==> config.mk <==
export PLATFORM = sky130hd
export DESIGN_NAME = fracacc_top
export DESIGN_NICKNAME = d
export VERILOG_FILES = /design/src/rtl/fracacc_pkg.sv /design/src/rtl/fracacc_ctrl.sv /design/src/rtl/fracacc_dp.sv /design/src/rtl/fracacc_top.sv
export SDC_FILE = /design/constraint.sdc
export NUM_CORES = 1
export LEC_CHECK = 0
export BUFFER_PORTS_ARGS = -buffer_cell sky130_fd_sc_hd__buf_2
export CAP_MARGIN = 0
export CORE_AREA = 3 3 40 42
export CTS_CLUSTER_SIZE = 8
export DETAILED_ROUTE_END_ITERATION = 10
export DIE_AREA = 0 0 43 45
export HOLD_SLACK_MARGIN = 0.05
export SYNTH_ARGS = -nofsm -noshare
export SYNTH_HDL_FRONTEND = slang
export SYNTH_SLANG_ARGS = --single-unit
==> constraint.sdc <==
create_clock -name clk -period 4.4 [get_ports clk]
set_clock_uncertainty 0.05 [all_clocks]
set_input_delay 0.66 -clock clk [delete_from_list [all_inputs] [get_ports clk]]
set_output_delay 0.66 -clock clk [all_outputs]
set_load 0.01 [all_outputs]
==> src/rtl/fracacc_pkg.sv <==
package fracacc_pkg;
  // Strobes from control to datapath
  typedef struct packed {
    logic clear;       // zero the running total
    logic advance;     // add numerator this cycle
    logic useEighths;  // modulus select
  } accCtrl_t;
endpackage

==> src/rtl/fracacc_ctrl.sv <==
module fracacc_ctrl
  import fracacc_pkg::*;
(
  input  logic     cycleStrobe,
  input  logic     modeEighths,
  input  logic     fracEnable,
  input  logic     channelLoad,
  output accCtrl_t ctrl
);
  always_comb begin
    ctrl.clear      = !fracEnable || channelLoad;   // clear wins
    ctrl.advance    = cycleStrobe && fracEnable && !channelLoad;
    ctrl.useEighths = modeEighths;
  end
endmodule

==> src/rtl/fracacc_dp.sv <==
module fracacc_dp
  import fracacc_pkg::*;
#(
  parameter int NUM_W  = 3,
  parameter int MOD_LO = 5,
  parameter int MOD_HI = 8
) (
  input  logic             clk,
  input  logic             rst_n,
  input  accCtrl_t         ctrl,
  input  logic [NUM_W-1:0] numerator,
  output logic [$clog2(MOD_HI)-1:0] accValue,
  output logic             overflowPulse
);
  localparam int ACC_W = $clog2(MOD_HI);
  localparam int SUM_W = ACC_W + 1;
  localparam logic [NUM_W-1:0] CLAMP_LO = NUM_W'(MOD_LO - 1);
  localparam logic [SUM_W-1:0] MOD_LO_S = SUM_W'(MOD_LO);
  localparam logic [SUM_W-1:0] MOD_HI_S = SUM_W'(MOD_HI);

  logic [NUM_W-1:0] effNum;
  logic [SUM_W-1:0] modVal, sumVal, wrapVal;
  logic             wraps;

  always_comb begin
    // clamp numerator in the shorter modulus
    effNum  = (!ctrl.useEighths && numerator > CLAMP_LO) ? CLAMP_LO : numerator;
    modVal  = ctrl.useEighths ? MOD_HI_S : MOD_LO_S;
    sumVal  = SUM_W'(accValue) + SUM_W'(effNum);
    wraps   = sumVal >= modVal;
    wrapVal = sumVal - modVal;
  end

  always_ff @(posedge clk or negedge rst_n) begin
    if (!rst_n) begin
      accValue      <= '0;
      overflowPulse <= 1'b0;
    end else if (ctrl.clear) begin
      accValue      <= '0;
      overflowPulse <= 1'b0;
    end else if (ctrl.advance) begin
      accValue      <= wraps ? ACC_W'(wrapVal) : ACC_W'(sumVal);
      overflowPulse <= wraps;
    end else begin
      overflowPulse <= 1'b0;
    end
  end
endmodule

==> src/rtl/fracacc_top.sv <==
module fracacc_top
  import fracacc_pkg::*;
#(
  parameter int NUM_W  = 3,
  parameter int MOD_LO = 5,
  parameter int MOD_HI = 8
) (
  input  logic             clk,
  input  logic             rst_n,
  input  logic             cycleStrobe,
  input  logic [NUM_W-1:0] numerator,
  input  logic             modeEighths,
  input  logic             fracEnable,
  input  logic             channelLoad,
  output logic             overflowPulse
);
  localparam int ACC_W = $clog2(MOD_HI);

  accCtrl_t         ctrl;
  logic [ACC_W-1:0] accValue;

  fracacc_ctrl ctrl_i (
    .cycleStrobe (cycleStrobe),
    .modeEighths (modeEighths),
    .fracEnable  (fracEnable),
    .channelLoad (channelLoad),
    .ctrl        (ctrl)
  );

  fracacc_dp #(.NUM_W(NUM_W), .MOD_LO(MOD_LO), .MOD_HI(MOD_HI)) dp_i (
    .clk           (clk),
    .rst_n         (rst_n),
    .ctrl          (ctrl),
    .numerator     (numerator),
    .accValue      (accValue),
    .overflowPulse (overflowPulse)
  );
endmodule

==> results.toml <==
[clocking]
cts_tree = "built"
post_cts_resized = 0
cts_buffers = 3
cts-root-buf = "clkbuf_4"
path_clk_slew_ps = 40
clock_path_buffers = 2
clock_latency_ps = 230
post_cts_buffers = 0
cts_hold_buf = 0
htree_levels = 1
cts_sinks = 4

[sta]
period_needed_ps = 2790
rsz0062_at_grt = "no"
worst_pin_slew_ps = 371
min_period_over_period = 0.635
slew_headroom = 0.752
final_hold_viol_count = 0
tns_ps = 0
setup_viol = 0
fmax_mhz = 358
slew_violations = 0

[detailed_routing]
dr.pass1.iters = 2
wl_um = 711
ant_nets = 0
vias = 340
viasPerCell = 4.93
wl_per_cell_um = 10.3
drtIter0Drc = 8
drc = 0

[synth]
synth_area_um2 = 404
postSynthAreaPerCell_um2 = 9.40
synth_cells = 43
seq_area_frac_synth = 0.248
synthesis.nets = 60
ys_warn_count = 0
ys_ff_latch = 4
synth_cell_types = 22

[final_layout]
final_cell_mix = "buf_2, ha_1, nand2_1"
final_util = 0.379
drive_gt1_frac = 0.259
antennaDiodeCount = 0
mostFrequentLayoutCell = "buf_2"
syn2layout_area_growth_pct = 20.4
nNetsFinal = 73
fillCellCount = 134

[worst_hold_path]
hp-class = "in2async"

[setup_path]
crit_path_end_kind = "flip-flop"
cp.required_ps = 4470
cp-start-kind = "input pin"
reg2reg_setup_slack_ps = 2070
crit_slowest_cell = "or4_1"
cp_max_fo = 6
cpPeakStageDelay_ps = 460
critPathKind = "in2reg"
worstPathCellList = "buf_2 -> inv_1 -> nand2_1 -> and2_1 -> ha_1 -> fa_1 -> xor2_1 -> ha_1 -> nand2_1 -> a21oi_2 -> or4_1 -> o311ai_0"
cp.arrival_ps = 2860

[floorplan]
io_pins = 10
die_w_um = 43
die_h_um = 45
start_util = 0.315
die_area_mm2 = 0.00194
core_area_mm2 = 0.00128
row_count = 13

[flow_run]
drv_cap = 0

[global_route]
grt_start_max_net_pins = 7
track_usage = 0.106
grt-ovfl-total = 0
grt_pass1_wl_mm = 1.45
antenna_found_initial = 0
grt_pass1_vias = 357

[power_and_ir_drop]
leakagePower_nw = 0.285
ir_worst_vdd_mv = 0.178
powerDensity_mw_per_mm2 = 271

[place]
gp_congestion = 0.772
portBuffers = 9
place_hpwl_um = 623

[status]
status = "finished, final reports clean"
stage by stage:
| stage | cells | cell area (µm²) | power, W | hold WS, ps | worst slack [ps] |
|---|---|---|---|---|---|
| 2_1_floorplan | 43 | 404 | 0.0000763 | 314 | 1620 |
| 3_3_place_gp | 66 | 464 | 0.0000889 | 417 | 1360 |
| 3_5_place_dp | 66 | 464 | 0.0000893 | 416 | 1330 |
| 4_1_cts | 69 | 487 | 0.000136 | 165 | 1570 |
| 5_1_grt | 69 | 487 | 0.000148 | 161 | 1400 |
| 6_report | 69 | 487 | 0.000132 | 173 | 1610 |
per-layer routing:
metal / global-route usage / vias to the layer above / routed length, µm
met2: 0.156 / 10 / 321
li1: - / 175 / -
met5: 0 / - / 0
met1: 0.122 / 155 / 323
met3: 0.0757 / 0 / 66
met4: 0.0361 / 0 / 0
critical path: cells and delay by family:
family / cells / cell delay (ps)
fa+ha+maj: 3 / 860
buf+inv: 2 / 190
compound gates: 2 / 150
simple gates: 4 / 770
xor+xnor: 1 / 220
power by group:
| group | switching, W | total, W | internal (W) | leakage [nW] |
|---|---|---|---|---|
| clock network | 0.0000137 | 0.0000441 | 0.0000304 | 0.0138 |
| logic | 0.0000248 | 0.0000463 | 0.0000215 | 0.217 |
| registers | 0.00000186 | 0.0000415 | 0.0000396 | 0.0549 |
final cells by class:
| type | instances | area, µm² | share of cell area |
|---|---|---|---|
| clock buffers | 3 | 22.5 | 0.0463 |
| flip-flops and latches | 4 | 100 | 0.206 |
| well taps | 15 | 18.8 | 0.0386 |
| multi-input cells | 35 | 289 | 0.594 |
| inverters | 3 | 11.3 | 0.0231 |
| repair buffers | 9 | 45.0 | 0.0925 |
flip-flops by register name, indices dropped and copies added (netlist names):
signal and cells:
dp_i.overflowPulse 1, dp_i.accValue 3
kinds of logic after synthesis:
family,after synthesis,share of synthesized area
buf+inv,4,0.0371
fa+ha+maj,8,0.266
flops,4,0.248
xor+xnor,2,0.0434
compound gates,8,0.149
simple gates,17,0.257
final timing paths:
kind	from	to	cells after the start
worst max-delay path	modeEighths	dp_i.accValue[0]	12
worst min-delay path	rst_n	dp_i.accValue[0]	1
worst max register to register	dp_i.accValue[0]	dp_i.accValue[0]	8
worst min register to register	dp_i.accValue[2]	dp_i.accValue[2]	2
max in group asynchronous	rst_n	dp_i.overflowPulse	1
min in group clk	dp_i.accValue[2]	dp_i.accValue[2]	2
cell usage after synthesis:
master | number | area, µm²
a21o_1 | 3 | 22.5
a21oi_2 | 1 | 8.76
and2_1 | 2 | 12.5
clkbuf_1 | 1 | 3.75
dfrtp_1 | 4 | 100
fa_1 | 1 | 20.0
ha_1 | 7 | 87.6
inv_1 | 3 | 11.3
nand2_1 | 5 | 18.8
nand2b_1 | 1 | 6.26
nand3_1 | 1 | 5.00
nand3b_4 | 1 | 20.0
nor2_1 | 3 | 11.3
nor3_1 | 1 | 5.00
nor3b_1 | 1 | 7.51
o21a_1 | 1 | 7.51
o21ai_0 | 1 | 5.00
o311ai_0 | 1 | 8.76
o31ai_1 | 1 | 7.51
or4_1 | 1 | 7.51
or4b_1 | 1 | 10.0
xor2_1 | 2 | 17.5
Note: power is estimated with default switching activity, not from simulation.
